`src/rtl/lbtg_pkg.sv`:
```
package lbtg_pkg;
  typedef enum logic {
    ST_WAIT = 1'b0,
    ST_RUN  = 1'b1
  } run_state_t;
endpackage

```
`src/rtl/lbtg_lfsr.sv`:
```
module lbtg_lfsr #(
  parameter int          W    = 4,
  parameter logic [W-1:0] TAPS = 4'b1100,
  parameter logic [W-1:0] SEED = 4'b0001
) (
  input  logic         clk,
  input  logic         rst_n,
  input  logic         step,
  output logic [W-1:0] state
);
  logic [W-1:0] state_q, state_d;

  always_comb begin
    state_d = state_q;
    if (step) state_d = {state_q[W-2:0], ^(state_q & TAPS)};
  end

  always_ff @(posedge clk or negedge rst_n) begin
    if (!rst_n) state_q <= SEED;
    else        state_q <= state_d;
  end

  assign state = state_q;
endmodule

```
`src/rtl/lbtg_rd_align.sv`:
```
module lbtg_rd_align #(
  parameter int RD_LAT = 3
) (
  input  logic clk,
  input  logic rst_n,
  input  logic run,
  output logic rd_en
);
  generate
    if (RD_LAT == 0) begin : g_direct
      assign rd_en = run;
    end else begin : g_chain
      logic [RD_LAT-1:0] dly_q, dly_d;
      if (RD_LAT == 1) begin : g_one
        assign dly_d = run;
      end else begin : g_many
        assign dly_d = {dly_q[RD_LAT-2:0], run};
      end
      always_ff @(posedge clk or negedge rst_n) begin
        if (!rst_n) dly_q <= '0;
        else        dly_q <= dly_d;
      end
      assign rd_en = dly_q[RD_LAT-1];
    end
  endgenerate
endmodule

```
`src/rtl/lbtg_score.sv`:
```
module lbtg_score #(
  parameter int W       = 4,
  parameter int CNT_W   = 15,
  parameter int RUN_LEN = 32767
) (
  input  logic             clk,
  input  logic             rst_n,
  input  logic             rx_valid,
  input  logic [W-1:0]     rx_data,
  input  logic [W-1:0]     ref_data,
  output logic [CNT_W-1:0] cnt,
  output logic             err,
  output logic             fin
);
  localparam logic [CNT_W-1:0] CNT_MAX = CNT_W'(RUN_LEN);

  logic [CNT_W-1:0] cnt_q, cnt_d;
  logic             err_q, err_d;
  logic             fin_q, fin_d;
  logic             hit, at_max;

  assign hit    = rx_valid && (rx_data == ref_data);
  assign at_max = (cnt_q == CNT_MAX);

  always_comb begin
    cnt_d = cnt_q;
    err_d = err_q;
    fin_d = fin_q | (at_max & ~err_q);
    if (hit && !at_max)          cnt_d = cnt_q + 1'b1;
    if (rx_valid && !hit)        err_d = 1'b1;
  end

  always_ff @(posedge clk or negedge rst_n) begin
    if (!rst_n) begin
      cnt_q <= '0;
      err_q <= 1'b0;
      fin_q <= 1'b0;
    end else begin
      cnt_q <= cnt_d;
      err_q <= err_d;
      fin_q <= fin_d;
    end
  end

  assign cnt = cnt_q;
  assign err = err_q;
  assign fin = fin_q;
endmodule

```
`src/rtl/lfsr_loopback_tg.sv`:
```
module lfsr_loopback_tg #(
  parameter int W       = 4,
  parameter int CNT_W   = 15,
  parameter int RUN_LEN = 32767,
  parameter int RD_LAT  = 3
) (
  input  logic             clk,
  input  logic             rst_n,
  input  logic             cal_done,
  output logic [W-1:0]     tx_data,
  output logic             rdata_en,
  input  logic [W-1:0]     rx_data,
  input  logic             rx_valid,
  output logic [CNT_W-1:0] correct_cnt,
  output logic             done,
  output logic             error
);
  import lbtg_pkg::*;

  localparam logic [W-1:0] TAPS = W'(4'b1100);
  localparam logic [W-1:0] SEED = W'(1);

  run_state_t st_q, st_d;
  logic       run;
  logic [W-1:0] ref_data;

  always_comb begin
    st_d = st_q;
    if (st_q == ST_WAIT && cal_done) st_d = ST_RUN;
  end

  always_ff @(posedge clk or negedge rst_n) begin
    if (!rst_n) st_q <= ST_WAIT;
    else        st_q <= st_d;
  end

  assign run = (st_q == ST_RUN);

  lbtg_lfsr #(.W(W), .TAPS(TAPS), .SEED(SEED)) u_tx_gen (
    .clk(clk), .rst_n(rst_n), .step(run), .state(tx_data)
  );

  lbtg_lfsr #(.W(W), .TAPS(TAPS), .SEED(SEED)) u_ref_gen (
    .clk(clk), .rst_n(rst_n), .step(rx_valid), .state(ref_data)
  );

  lbtg_rd_align #(.RD_LAT(RD_LAT)) u_align (
    .clk(clk), .rst_n(rst_n), .run(run), .rd_en(rdata_en)
  );

  lbtg_score #(.W(W), .CNT_W(CNT_W), .RUN_LEN(RUN_LEN)) u_score (
    .clk(clk), .rst_n(rst_n), .rx_valid(rx_valid), .rx_data(rx_data),
    .ref_data(ref_data), .cnt(correct_cnt), .err(error), .fin(done)
  );
endmodule

```
`config.mk`:
```
export PLATFORM = sky130hd
export DESIGN_NAME = lfsr_loopback_tg
export DESIGN_NICKNAME = d
export VERILOG_FILES = /design/src/rtl/lbtg_pkg.sv /design/src/rtl/lbtg_lfsr.sv /design/src/rtl/lbtg_rd_align.sv /design/src/rtl/lbtg_score.sv /design/src/rtl/lfsr_loopback_tg.sv
export SDC_FILE = /design/constraint.sdc
export NUM_CORES = 1
export LEC_CHECK = 0
export CAP_MARGIN = 20
export CORE_MARGIN = 4
export CORE_UTILIZATION = 43
export DETAILED_ROUTE_END_ITERATION = 16
export PLACE_DENSITY = 0.84
export SYNTH_ARGS = -nofsm -noshare
export SYNTH_HDL_FRONTEND = slang
export SYNTH_SLANG_ARGS = --single-unit
```
`constraint.sdc`:
```
create_clock -name clk -period 1.6 [get_ports clk]
set_input_delay 0.48 -clock clk [delete_from_list [all_inputs] [get_ports clk]]
set_output_delay 0.48 -clock clk [all_outputs]
set_load 0.01 [all_outputs]
```
Yosys cells after proc, flatten, opt, wreduce, memory -nomap -nowiden
Index checks and enable logic that the tools add are counted.
- flip-flop bits (word level): 29
- input port bits: 8
- output and inout port bits: 22
- word-level logic and storage cells: 22
- add/subtract/negate cells: 1
- equality and inequality tests: 2
- bitwise gates (word level): 4
- reduce and logical (&&, ||, !) cells: 8
- operators by type and width (kind ; count):
    $add A15 B1 Y15 const B ; 1
    $eq A15 B15 Y1 const B ; 1
    $reduce_xor A4 Y1 ; 2
    $eq A4 B4 Y1 ; 1
    $logic_and A1 B1 Y1 ; 4
    $logic_not A1 Y1 ; 2
    $not A1 Y1 ; 2
    $and A1 B1 Y1 ; 1
    $or A1 B1 Y1 ; 1

Depth between registers and ports, before layout
Gate-level depths: netlist (run 1).
- word-level depth: 4
- gate-level depth with buffers: 6
- mapped depth without buffers: 6

Cells and area by module
Synthesis (run 1) repeated with hierarchy kept, for this count alone.
- cells, all modules: 99
- area total of the unflattened synthesis: 1253.7 sq um
- by module, submodules not included (module ; instances ; cells an instance ; area an instance (sq um) ; sequential area each (sq um)):
    lbtg_score ; 1 ; 74 ; 842.1 ; 425.4
    lbtg_lfsr ; 2 ; 10 ; 152.6 ; 101.3
    lbtg_rd_align ; 1 ; 3 ; 75.1 ; 75.1
    lfsr_loopback_tg ; 1 ; 2 ; 31.3 ; 25.0

Least setup slack after synthesis (run 1)
No wires, ideal clock.
- path kind: register to register
- from: register u_score.cnt_q[0] (netlist: u_score.cnt[0])
- to: register u_score.cnt_q[1] (netlist: u_score.cnt[1])
- library setup time: 125 ps
- data arrival time: 1634 ps
- required time: 1475 ps
- setup slack: -158 ps
- cell stages (with the launch flop): 6
- buffers on the path: 0
- clock period less this slack: 1758 ps
- cells stage by stage: dfrtp_1 ha_1 and3_1 nand4_2 nor3b_4 mux2_2
- word-level cells in the longest chain between the ends: 3
- elaborated cells on any way between the ends: 4
- those cells by class: add/sub: 1; eq/ne: 1; reduce/logical: 2
- RTL lines (element ; line ; source):
    start, declared ; lbtg_score.sv:17 ; logic [CNT_W-1:0] cnt_q, cnt_d;
    start signal, assigned ; lbtg_score.sv:39 ; cnt_q <= cnt_d;
    branches (longest 3 deep; another with $add A15 B1 Y15) ; n/a ;
Several ways; the timed one is not identified.
A chain may end at the register's enable or synchronous reset.

Final worst setup path (run 1)
- from: register u_score.cnt_q[1] (netlist: u_score.cnt[1])
- to: register u_score.cnt_q[1] (netlist: u_score.cnt[1])
Same word-level chain as after synthesis.

==> impl_metrics.env, run 1 <==
export IMPL_setup_violations_final=7
export IMPL_cp_required_ns=1.82
export IMPL_insertion_delay_ns=0.33
export IMPL_violations="negative setup slack"
export IMPL_numCtsBuffers=5
export IMPL_ios=30
export IMPL_vias=950
export IMPL_initial_core_util=0.452
export IMPL_grt_first_pass_wirelength_um=4570
export IMPL_min_to="u_align.g_chain.dly_q[1]$_DFF_PN0_"
export IMPL_hold_path_class="reg -> reg"
export IMPL_coreArea_sq_um=2760
export IMPL_antenna_found_initial=0
export IMPL_cp_slowest_cell="dfrtp_1"
export IMPL_synth_nets=104
export IMPL_maxSlewHeadroom=0.845
export IMPL_synth_edf_count=0
export IMPL_drtIter0Drc=26
export IMPL_dp_hpwl_um=1970
export IMPL_async_flop_share=1.00
export IMPL_end_kind="flop"
export IMPL_fin_tns_setup_ns=-0.228
export IMPL_dpl_worst_slack_ns=-0.498
export IMPL_dp_cells=172
export IMPL_fin_crit_sh=1.04
export IMPL_rrSetupSlack_ns=-0.06
export IMPL_yosys_warnings=0
export IMPL_ys_top_cells_by_count="27 x dfrtp_1, 15 x xnor2_1, 7 x and3_1, 7 x mux2_2, 5 x nand4_1"
export IMPL_cts_tree="built"
export IMPL_grt_pass1_vias=1024
export IMPL_dieWidth_um=61.9
export IMPL_ys_ff_latch=29
export IMPL_max_cap_violations=0
export IMPL_viasPerCell=5.08
export IMPL_clkTransAtPathRegs_ns=0.10
export IMPL_gp_congestion=0.757
export IMPL_crit_path_max_incr_delay_ns=0.40
export IMPL_yosysTopAreaCellShare=0.542
export IMPL_ctsHoldBuffers=0
export IMPL_syn_area_per_cell_sq_um=13.1
export IMPL_critPathMaxFanout=5
export IMPL_leakagePower_uw=0.000973
export IMPL_final_nets=164
export IMPL_synth_most_common_cell="dfrtp_1"
export IMPL_drive_gt1_frac=0.462
export IMPL_synthCells=95
export IMPL_worstReg2RegStart="u_score.cnt[1]$_DFFE_PN0P_"
export IMPL_max_slew_worst_pin_slew_ns=0.232
export IMPL_die_area_sq_um=3830
export IMPL_setup_slack_ns=-0.0604
export IMPL_clockBufferDepth=2
export IMPL_utilization=0.692
export IMPL_grt_start_max_net_pins=30
export IMPL_max_freq_mhz=602
export IMPL_crit_family="simple AND/OR/NAND/NOR gates"
export IMPL_rsz0062_at_grt="true"
export IMPL_first_pass_iters=4
export IMPL_numPortBuffers=29
export IMPL_wl_um=3050
export IMPL_crit_path_cell_trace="ha_2 > and3_4 > nand4_4 > nor3b_4 > buf_12 > mux2_4"
export IMPL_status="finished, violations left"
export IMPL_synth_distinct_cells=24
export IMPL_holdPathStages=0
export IMPL_post_drt_wl_per_cell_um=16.3
export IMPL_cp_start_kind="flop"
export IMPL_rows=19
export IMPL_overflow=0
export IMPL_synth_main_ff_cell="dfrtp_1"
export IMPL_min_from="u_align.g_chain.dly_q[0]$_DFF_PN0_"
export IMPL_yosysTopAreaCell="dfrtp_1"
export IMPL_numClockSinks=29
export IMPL_fp_dieH_um=61.9
export IMPL_hold_viol_final=0
export IMPL_area_delta_synth_final_pct=53.0
export IMPL_mappedNetlistArea_sq_um=1250
export IMPL_diodes=0
export IMPL_ant_nets=0
export IMPL_power_density_nw_per_um2=1190
export IMPL_synth_area_top_cells="dfrtp_1 54%, xnor2_1 11%, mux2_2 6.3%, dfstp_2 4.2%, and3_1 3.5%"
export IMPL_grt_usage=0.172
export IMPL_stdcell_count=187
export IMPL_drc=0
export IMPL_hold_ws_ns=0.357
export IMPL_fin_skew_ns=0.00680
export IMPL_htree_levels=2
export IMPL_critPathKind="reg -> reg"
export IMPL_ys_seq_area_frac=0.584
export IMPL_cp_arrival_ns=1.88
export IMPL_path_buf_inv=1
export IMPL_post_route_min_period_ns=1.66
export IMPL_worst_r2r_endpoint="u_score.cnt[1]$_DFFE_PN0P_"
export IMPL_finalMaxSlewViolations=0
export IMPL_clockRootBuffer="clkbuf_4"
export IMPL_vdd_drop_max_uv=1220
export IMPL_r2r_cells=6
through the flow:
| step | power [uW] | cell area, sq um |
|---|---|---|
| 3_3_place_gp | 1690 | 1750 |
| 5_1_grt | 2410 | 1910 |
| 2_1_floorplan | 1350 | 1270 |
| 6_report | 2270 | 1910 |
| 3_5_place_dp | 1730 | 1750 |
| 4_1_cts | 2270 | 1890 |
state kept, by name (all words and copies together) (netlist names):
signal                 count
u_align.g_chain.dly_q      3
run                        1
u_score.cnt               15
u_score.err                1
u_score.fin                1
u_ref_gen.state            4
u_tx_gen.state             4
cell families (layout without fill, tap and decap cells):
logic type      after synthesis  after routing  share of synthesized area
xor+xnor                     19             19                      0.139
mux                           7              7                     0.0632
buf+inv                       2             63                    0.00601
flops                        29             29                      0.584
simple gates                 32             32                      0.170
fa+ha+maj                     1              1                     0.0100
compound gates                5              5                     0.0281
final cells by class:
class                      count  area (sq um)
clock buffer                   7          65.1
clock inverter                 1          5.00
fill                         218           850
inverter                       1          3.75
multi-input combinational     64           616
sequential                    29           728
tap                           31          38.8
timing repair buffer          54           452
where the power goes:
group          switching [uW]  internal, uW
clock network             260           254
registers                 128           890
logic                     301           435
repair_timing:
| action | in CTS | in global routing |
|---|---|---|
| endpoints found under the setup margin | 35 | 20 |
| gates resized for setup | 43 | 20 |
| cloned | 1 | 0 |
| pin swaps | 4 | 8 |
| setup buffers | 5 | 2 |
worst max path at each step:
stage	slack (ns)	cells past startpoint	start	to
2_1_floorplan	-0.06	5	u_score.cnt[0]$_DFFE_PN0P_	u_score.cnt[1]$_DFFE_PN0P_
3_3_place_gp	-0.48	6	rx_data[2]	u_score.cnt[1]$_DFFE_PN0P_
3_5_place_dp	-0.50	6	rx_data[2]	u_score.cnt[1]$_DFFE_PN0P_
4_1_cts	-0.07	7	u_ref_gen.state[0]$_DFFE_PN1P_	u_score.cnt[7]$_DFFE_PN0P_
5_1_grt	-0.13	6	u_ref_gen.state[0]$_DFFE_PN1P_	u_score.cnt[11]$_DFFE_PN0P_
6_report	-0.06	6	u_score.cnt[1]$_DFFE_PN0P_	u_score.cnt[1]$_DFFE_PN0P_
layer usage:
metal  global-route usage  part of all wire
met1                0.196              0.42
met2                0.280              0.51
met3               0.0785             0.050
met4               0.0727             0.017
met5                    0                 0
cell usage in the layout, fill, tap and decap left out, types with 2 or more instances in the layout:
master,n
clkbuf_4,5
and3_1,4
buf_12,2
nand2_2,2
dfstp_2,2
buf_2,2
clkbuf_8,2
xnor2_1,10
buf_4,21
dfrtp_1,27
clkbuf_2,5
and2_1,2
nand3_1,2
nor2_1,2
mux2_2,6
dlygate4sd2_1,19
nand4_1,5
xnor2_2,6
and3_4,3
clkdlybuf4s50_1,3
xor2_1,3
a21oi_1,2
buf_6,2
Note: power is estimated with default switching activity, not from simulation.
==> run 2: changes to the inputs <==
- ABC_AREA: not set -> 1
- CORE_UTILIZATION: 43 -> 46
- PLACE_DENSITY: 0.84 -> 0.85
==> run 2 against run 1 <==
Cell area up 13%; worst setup slack improved by 0.12 ns; worst hold slack got worse by 0.0011 ns; die area up 14%; largest power group unchanged; via count increased by 50%; maximum frequency increased by 7.6%; the run now ends clean; global-route usage grew 0.48 points; utilization is 0.78 points lower; clock skew increased by 0.0053 ns; largest cell class unchanged; routed wire length is 7.7% higher; first-iteration DRC count rose to 2.8 times the previous value; sequential power down 14%.
==> impl_metrics.env, run 2 <==
export IMPL_diodes=0
export IMPL_drive_gt1_frac=0.206
export IMPL_power_density_nw_per_um2=936
export IMPL_cp_required_ns=1.12
export IMPL_fin_skew_ns=0.0121
export IMPL_min_from="u_align.g_chain.dly_q[0]$_DFF_PN0_"
export IMPL_fp_dieH_um=66.2
export IMPL_leakagePower_uw=0.00119
export IMPL_first_pass_iters=4
export IMPL_numCtsBuffers=5
export IMPL_viasPerCell=4.66
export IMPL_vias=1426
export IMPL_synth_distinct_cells=24
export IMPL_setup_slack_ns=0.0567
export IMPL_insertion_delay_ns=0.33
export IMPL_htree_levels=2
export IMPL_largest_register_ffs=15
export IMPL_crit_start="u_score.cnt[8]$_DFFE_PN0P_"
export IMPL_multi_input_area_sq_um=723
export IMPL_grt_start_max_net_pins=30
export IMPL_path_buf_inv=1
export IMPL_cp_start_kind="flop"
export IMPL_max_freq_mhz=648
export IMPL_ys_top_cells_by_count="92 x nand2_1, 27 x dfrtp_1, 21 x inv_1, 11 x nor2_1, 10 x o21ai_0"
export IMPL_layout_common_cells="91 x nand2_1, 25 x dfrtp_1, 21 x inv_1, 21 x buf_4, 20 x dlygate4sd2_1"
export IMPL_initial_core_util=0.494
export IMPL_die_area_sq_um=4380
export IMPL_crit_path_max_incr_delay_ns=0.45
export IMPL_cp_slowest_cell="dfrtp_2"
export IMPL_highest_layer="met4"
export IMPL_dpl_cell_area_sq_um=2000
export IMPL_antenna_found_initial=0
export IMPL_synth_edf_count=0
export IMPL_post_route_min_period_ns=1.54
export IMPL_cp_arrival_ns=1.06
export IMPL_max_slew_worst_pin_slew_ns=0.239
export IMPL_ant_nets=0
export IMPL_syn_area_per_cell_sq_um=7.64
export IMPL_vdd_drop_max_uv=612
export IMPL_dieWidth_um=66.2
export IMPL_drtIter0Drc=72
export IMPL_crit_path_cell_trace="dlygate4sd2_1"
export IMPL_maxSlewHeadroom=0.840
export IMPL_stdcell_count=306
export IMPL_numClockSinks=29
export IMPL_crit_family="flip-flops"
export IMPL_rows=20
export IMPL_finalMaxSlewViolations=0
export IMPL_grt_usage=0.177
export IMPL_post_drt_wl_per_cell_um=10.7
export IMPL_numPortBuffers=29
export IMPL_dp_cells=287
export IMPL_ctsHoldBuffers=0
export IMPL_area_delta_synth_final_pct=38.5
export IMPL_ys_seq_area_frac=0.467
export IMPL_dr_wl_met3_um=195
export IMPL_clockRootBuffer="clkbuf_4"
export IMPL_wl_met2_um=1570
export IMPL_grt_first_pass_wirelength_um=5900
export IMPL_end_kind="output pin"
export IMPL_ys_ff_latch=29
export IMPL_status="finished, final reports clean"
export IMPL_cts_tree="built"
export IMPL_gp_congestion=0.815
export IMPL_yosysTopAreaCell="dfrtp_1"
export IMPL_dp_hpwl_um=2320
export IMPL_worstReg2RegStart="u_score.cnt[1]$_DFFE_PN0P_"
export IMPL_hold_path_class="reg -> reg"
export IMPL_max_cap_violations=0
export IMPL_fin_crit_sh=0.965
export IMPL_critPathKind="reg -> out"
export IMPL_ff_latch_area_sq_um=731
export IMPL_final_area_sq_um=2160
export IMPL_yosys_warnings=0
export IMPL_critPathMaxFanout=5
export IMPL_synth_main_ff_cell="dfrtp_1"
export IMPL_synthCells=204
export IMPL_drc=0
export IMPL_final_common_cell="nand2_1"
export IMPL_setup_violations_final=0
export IMPL_final_nets=270
export IMPL_wl_um=3290
export IMPL_clkTransAtPathRegs_ns=0.09
export IMPL_hold_viol_final=0
export IMPL_mappedNetlistArea_sq_um=1560
export IMPL_grt_pass1_vias=1424
export IMPL_dpl_worst_slack_ns=-0.260
export IMPL_coreArea_sq_um=3150
export IMPL_overflow=0
export IMPL_async_flop_share=1.00
export IMPL_synth_most_common_cell="nand2_1"
export IMPL_synth_nets=213
export IMPL_yosysTopAreaCellShare=0.434
export IMPL_ios=30
export IMPL_fillCellCount=270
export IMPL_clockBufferDepth=2
export IMPL_met1_length_um=1470
export IMPL_synth_area_top_cells="dfrtp_1 43%, nand2_1 22%, inv_1 5.1%, dfstp_2 3.4%, xnor2_1 3.4%"
-- run 2: changes by cell type after synthesis, sizes merged, moves of 7 or more --
cell	change
nand3	+7
nand2	+91
o21ai	+10
mux2	-7
nor2	+12
inv	+22
and3	-7
xnor2	-10
-- run 2: cell type report --
cell class                 instances  area share
tap                               44      0.0255
clock buffer                       7      0.0255
clock inverter                     1      0.0139
inverter                          24      0.0429
sequential                        29       0.339
multi-input combinational        148       0.335
timing repair buffer              53       0.218
-- run 2: final timing paths --
| kind | to | slack [ns] | depth (start not counted) |
|---|---|---|---|
| min reg2reg | u_align.g_chain.dly_q[1]$_DFF_PN0_ | 0.36 | 0 |
| max in group asynchronous | u_tx_gen.state[0]$_DFFE_PN1P_ | 0.87 | 2 |
| max | correct_cnt[8] | 0.06 | 1 |
| min in group asynchronous | u_score.cnt[5]$_DFFE_PN0P_ | 0.49 | 2 |
| max reg2reg | u_score.cnt[14]$_DFFE_PN0P_ | 0.10 | 10 |
| min | u_align.g_chain.dly_q[1]$_DFF_PN0_ | 0.36 | 0 |
-- run 2: stage by stage --
step	hold WS (ns)	TNS [ns]	total power, uW	utilization
4_1_cts	0.357	0	2000	0.673
3_3_place_gp	0.333	-3.66	1340	0.634
5_1_grt	0.371	-0.0159	2160	0.684
2_1_floorplan	0.184	0	1140	-
6_report	0.356	0	2020	0.684
3_5_place_dp	0.336	-3.76	1360	0.634
-- run 2: power breakdown --
part | switching, uW | total [uW] | internal, uW | leakage, uW
Combinational | 257 | 510 | 253 | 0.000779
Sequential | 61.7 | 877 | 815 | 0.000362
Clock | 259 | 632 | 373 | 0.0000455
-- run 2: cells by family (layout without fill, tap and decap cells) --
family	count (synthesis)	in the layout	synth area share
compound gates	12	12	0.0418
xor+xnor	9	9	0.0506
fa+ha+maj	1	1	0.00803
buf+inv	27	85	0.0763
flops	29	29	0.467
simple gates	126	126	0.356
-- run 2: per-layer routing --
layer	track usage	vias up
li1	-	738
met2	0.287	36
met1	0.213	646
met3	0.0544	6
met5	0	-
met4	0.0812	0
-- run 2: timing repair --
| item | in CTS | in global routing |
|---|---|---|
| endpoints found under the setup margin | 22 | 15 |
| pin swaps | 0 | 1 |
| setup buffers | 9 | 2 |
| resized for setup | 27 | 9 |
